**src/rtl/sio_regbank.sv**
```systemverilog
module sio_regbank #(
  parameter int REF_HZ = 1843200,
  parameter int BAUD   = 115200
) (
  input  logic        clk,
  input  logic        rst_n,
  input  logic [2:0]  reg_off,
  input  logic        reg_wr,
  input  logic        reg_rd,
  input  logic [7:0]  reg_wdata,
  output logic [7:0]  reg_rdata,
  input  logic        loop_en,
  input  logic        fifo_empty,
  input  logic        fifo_full,
  input  logic [7:0]  fifo_rdata,
  output logic        fifo_push,
  output logic [7:0]  fifo_wdata,
  output logic        fifo_pop,
  output logic        fifo_clr,
  output logic        fifo_deep,
  output logic [7:0]  fifo_ctl,
  output logic [7:0]  line_ctl,
  output logic [15:0] divisor
);
  localparam int          DIV_RST  = REF_HZ / BAUD / 16;
  localparam logic [15:0] DIV_INIT = 16'(DIV_RST);
  localparam logic [7:0]  FC_MASK  = 8'hC9;

  logic [7:0] lcr_q, scr_q, fcr_q, dll_q, dlh_q;
  logic       ovr_q;

  wire dlab    = lcr_q[7];
  wire at_data = (reg_off == 3'd0) && !dlab;
  wire wr_dll  = reg_wr && (reg_off == 3'd0) && dlab;
  wire wr_dlh  = reg_wr && (reg_off == 3'd1) && dlab;
  wire wr_fcr  = reg_wr && (reg_off == 3'd2);
  wire rd_lsr  = reg_rd && (reg_off == 3'd5);
  wire tx_loop = reg_wr && at_data && loop_en;
  wire ovr_set = tx_loop && fifo_full;

  assign fifo_push  = tx_loop && !fifo_full;
  assign fifo_wdata = reg_wdata;
  assign fifo_pop   = reg_rd && at_data && !fifo_empty;
  assign fifo_clr   = wr_fcr && ((reg_wdata[0] ^ fcr_q[0]) || (reg_wdata[0] && reg_wdata[1]));
  assign fifo_deep  = wr_fcr ? reg_wdata[0] : fcr_q[0];
  assign fifo_ctl   = fcr_q;
  assign line_ctl   = lcr_q;
  assign divisor    = {dlh_q, dll_q};

  always_ff @(posedge clk or negedge rst_n) begin
    if (!rst_n) begin
      lcr_q <= '0;
      scr_q <= '0;
      fcr_q <= '0;
      dll_q <= DIV_INIT[7:0];
      dlh_q <= DIV_INIT[15:8];
      ovr_q <= 1'b0;
    end else begin
      if (wr_dll) dll_q <= reg_wdata;
      if (wr_dlh) dlh_q <= reg_wdata;
      if (wr_fcr) fcr_q <= reg_wdata[0] ? (reg_wdata & FC_MASK) : 8'h00;
      if (reg_wr && reg_off == 3'd3) lcr_q <= reg_wdata;
      if (reg_wr && reg_off == 3'd7) scr_q <= reg_wdata;
      if (ovr_set) ovr_q <= 1'b1;
      else if (rd_lsr) ovr_q <= 1'b0;
    end
  end

  always_comb begin
    case (reg_off)
      3'd0:    reg_rdata = dlab ? dll_q : (fifo_empty ? 8'h00 : fifo_rdata);
      3'd1:    reg_rdata = dlab ? dlh_q : 8'hFF;
      3'd3:    reg_rdata = lcr_q;
      3'd5:    reg_rdata = {1'b0, 1'b1, 1'b1, 3'b000, ovr_q, !fifo_empty};
      3'd7:    reg_rdata = scr_q;
      default: reg_rdata = 8'hFF;
    endcase
  end

  p_no_pop_empty_r10: assert property (@(posedge clk) disable iff (!rst_n)
    fifo_pop |-> !fifo_empty);
  p_no_push_full_r8: assert property (@(posedge clk) disable iff (!rst_n)
    fifo_push |-> (!fifo_full && loop_en));
  p_dlab_no_fifo_r2: assert property (@(posedge clk) disable iff (!rst_n)
    line_ctl[7] |-> !(fifo_push || fifo_pop));
  p_fcr_off_zero_r5: assert property (@(posedge clk) disable iff (!rst_n)
    (reg_wr && reg_off == 3'd2 && !reg_wdata[0]) |=> (fifo_ctl == 8'h00));
  p_mode_change_clears_r6: assert property (@(posedge clk) disable iff (!rst_n)
    (reg_wr && reg_off == 3'd2 && (reg_wdata[0] != fifo_ctl[0])) |-> (fifo_clr && fifo_deep == reg_wdata[0]));
  p_ovr_cleared_r9: assert property (@(posedge clk) disable iff (!rst_n)
    (reg_rd && reg_off == 3'd5 && !(reg_wr && reg_off == 3'd0)) |=> (reg_off != 3'd5 || reg_rdata[1] == 1'b0));
  p_div_hold_r3: assert property (@(posedge clk) disable iff (!rst_n)
    !line_ctl[7] |=> $stable(divisor));
endmodule

```
**config.mk**
```make
export PLATFORM = sky130hd
export DESIGN_NAME = sio_regbank
export DESIGN_NICKNAME = d
export VERILOG_FILES = /design/src/rtl/sio_regbank.sv
export SDC_FILE = /design/constraint.sdc
export NUM_CORES = 1
export LEC_CHECK = 0
export BUFFER_PORTS_ARGS = -buffer_cell sky130_fd_sc_hd__clkbuf_2
export CORE_ASPECT_RATIO = 0.5
export CORE_UTILIZATION = 49
export CTS_CLUSTER_SIZE = 16
export DETAILED_ROUTE_END_ITERATION = 12
export GPL_ROUTABILITY_DRIVEN = 0
export PLACE_DENSITY = 0.86
export RECOVER_POWER = 50
export SLEW_MARGIN = 10
export SYNTH_ARGS = -nofsm -noshare
export SYNTH_HDL_FRONTEND = slang
export SYNTH_SLANG_ARGS = --single-unit
```
**constraint.sdc**
```tcl
create_clock -name clk -period 1.9 [get_ports clk]
set_input_delay 0.38 -clock clk [delete_from_list [all_inputs] [get_ports clk]]
set_output_delay 0.38 -clock clk [all_outputs]
set_load 0.02 [all_outputs]
```
==> metrics.txt <==
status=finished with violations; failing checks=negative setup slack; Total GRT Usage=25.84%; core area=0.003984 mm2; hold path cells=3; worst-path cell chain=buf_6 > or2b_1 > a221oi_2 > nand3_1 > buf_2; Final ANT Viol Nets=0; critical path startpoint category=register; Power Internal=1.988 mW; Seq cells post-synth=37; placed cell areas=0.002555 mm2; vias in the first global route=1645; routed len/inst=17.39 um; worst path buffer plus inverter count=2; Hold Path Class=primary input to register; clock buffer count from CTS=5; final instance area=0.002763 mm2; clk slew on worst S/H paths=0.08 ns; R2R cell count=5; first-pass GRT wire length=8307 um; Main synth FF type=dfrtp_1; critical path fanouts, max=6; die width=94.30 um; final period utilization=109.1%; share of layout cells above drive strength 1=49.09%; diode count=0; Tightest Pin Transition=1.377 ns; initial core utilization=52.39%; Synth warnings=0; sequential share of the synthesized area=44.42%; IO buf count=73; Iter 0 DRT Violations=133; clk sink count=37; WHS=0.3464 ns; FF+latch area=928.4 um2; max_slew headroom=8.229%; Setup Skew=0.007060 ns; area delta synth->final=32.37%; fmax=0.4822 GHz; combinational share of power=35.3%; WP data arrival=1.69 ns; initial antenna violation count=0; RSZ-0062 raised after global routing=true; worst vdd ir=0.0006514 V; Via density=5.629; Die Height=48.15 um; max-cap check violation count=0; wirelength, routed=5720 um; power per cell area=1106 mW/mm2; root buffer cell=clkbuf_8; worst setup margin=-0.1738 ns; Setup TNS=-1.192 ns; Placed Cells=318; syn avg cell area=10.81 um2; Flop pwr share=38.5%; H-tree depth=2; Pins Over Slew Limit=0; Crit-path slowest cell=dfrtp_2; CP max stage delay=0.45 ns; most frequent cells in the layout=49 x clkbuf_2, 35 x dfrtp_1, 32 x mux2_2; critical path required time=1.52 ns; Max Root-Sink Buffers=2; FFs w/ async S/R, synth=100.0%; CP delay by family, top=flip-flops; worst skew pair latency=0.29 ns; Cell Count, Final, Fillers Out=329; CP Capture Type=output port; NumNets Final=300; number of enable flip-flop cells after synthesis=0; area of the mapped netlist=0.002087 mm2; IO Count=78; vias post-DR=1852; Rows=16; FILL cells=291; Worst Setup SP=line_ctl[7]; critical path depth in cells=5; largest net degree at the start of global routing=26; reg2reg start=line_ctl[7]; first-pass iteration count of the detailed router=4; dpl hpwl=3980 um; critical path type=register to output port; Tot Pwr=3.056 mW; Leak=1.314 nW; clock tree from TritonCTS=yes; Hold Startpoint=fifo_full; Psw=1.067 mW; minimum clock period=2.074 ns; commonest non-fill, non-tap cell in the layout=clkbuf_2; Setup WS pre-CTS=-0.009371 ns; total gr overflow=0; DRC=0; full die area=0.004540 mm2; post-synth cell types=44; # setup viols final=10; area occupied by multi-input gates=0.001079 mm2; Hold Violations, Final=0; switching share of power=34.93%; clock network fraction of design power=26.2%; Syn Inst Count=193; Core Util, Final=69.35%
==> flip-flops by register name (all words and copies together) (netlist names) <==
signal and cells:
line_ctl 8, fifo_ctl 4, dlh_q 8, dll_q 8
ovr_q 1, scr_q 8
==> repair_timing <==
| item | CTS | global route |
|---|---|---|
| pin swaps | 5 | 5 |
| endpoints found under the setup margin | 10 | 11 |
| gates resized for setup | 16 | 12 |
| setup buffers | 2 | 1 |
| hold buffers | 0 | 0 |
==> final timing paths <==
kind                                endpoint  slack [ns]
worst max register to register      dlh_q[5]        0.22
worst min-delay path                   ovr_q        0.35
min in group asynchronous           dll_q[7]        0.39
worst max-delay path            reg_rdata[2]       -0.17
worst min register to register   fifo_ctl[7]        0.49
max in group asynchronous        line_ctl[7]        0.51
==> worst min-delay path, stage by stage <==
cell and delay (ns):
clkbuf_2 0.09, inv_1 0.04, o21ai_0 0.07
==> power by group through the flow <==
stage	registers [mW]	logic, mW	clock network, mW
3_5_place_dp	1.18	1.01	0
5_1_grt	1.20	1.15	0.849
3_3_place_gp	1.17	0.977	0
6_report	1.18	1.08	0.800
4_1_cts	1.17	1.07	0.813
2_1_floorplan	1.35	0.458	0
==> cell usage after synthesis (all sizes together), types with 3 or more instances <==
library cell | n | area [um2]
dfrtp | 36 | 900.9
or3b | 3 | 26.28
nor3b | 5 | 48.80
buf | 20 | 128.9
o21ai | 9 | 45.04
mux2 | 33 | 371.6
a31oi | 3 | 18.77
a21bo | 3 | 30.03
inv | 4 | 15.01
a21oi | 3 | 15.01
nor2b | 4 | 25.02
nand2 | 13 | 48.80
nand2b | 5 | 31.28
a221oi | 4 | 35.03
and2 | 3 | 18.77
a21o | 4 | 30.03
nand3 | 6 | 30.03
clkbuf | 4 | 15.01
nor2 | 8 | 30.03
==> final cells by class <==
| cell class | count | area share [%] |
|---|---|---|
| clock buffer | 5 | 2.491 |
| clock inverter | 3 | 2.355 |
| inverter | 4 | 0.5435 |
| multi-input combinational | 131 | 39.04 |
| sequential | 37 | 33.61 |
| tap | 54 | 2.446 |
| timing repair buffer | 95 | 19.52 |
==> routing by layer <==
metal / share of wire [%] / global-route usage (%)
met4: 1.5 / 11.08
met2: 49 / 44.20
met5: 0 / 0
met3: 6.4 / 6.075
met1: 43 / 33.04
==> logic make-up (layout without fill, tap and decap cells) <==
| family | count (synthesis) | count (layout) | share of synthesized area, % |
|---|---|---|---|
| and+or+nand+nor | 58 | 58 | 17.63 |
| DFF | 37 | 37 | 44.42 |
| AOI/OAI and AO/OA | 35 | 35 | 11.87 |
| muxes | 34 | 34 | 18.29 |
| buffers and inverters | 28 | 107 | 7.613 |
| other | 1 | 4 | 0.1797 |
(Power assumes the default switching activity.)
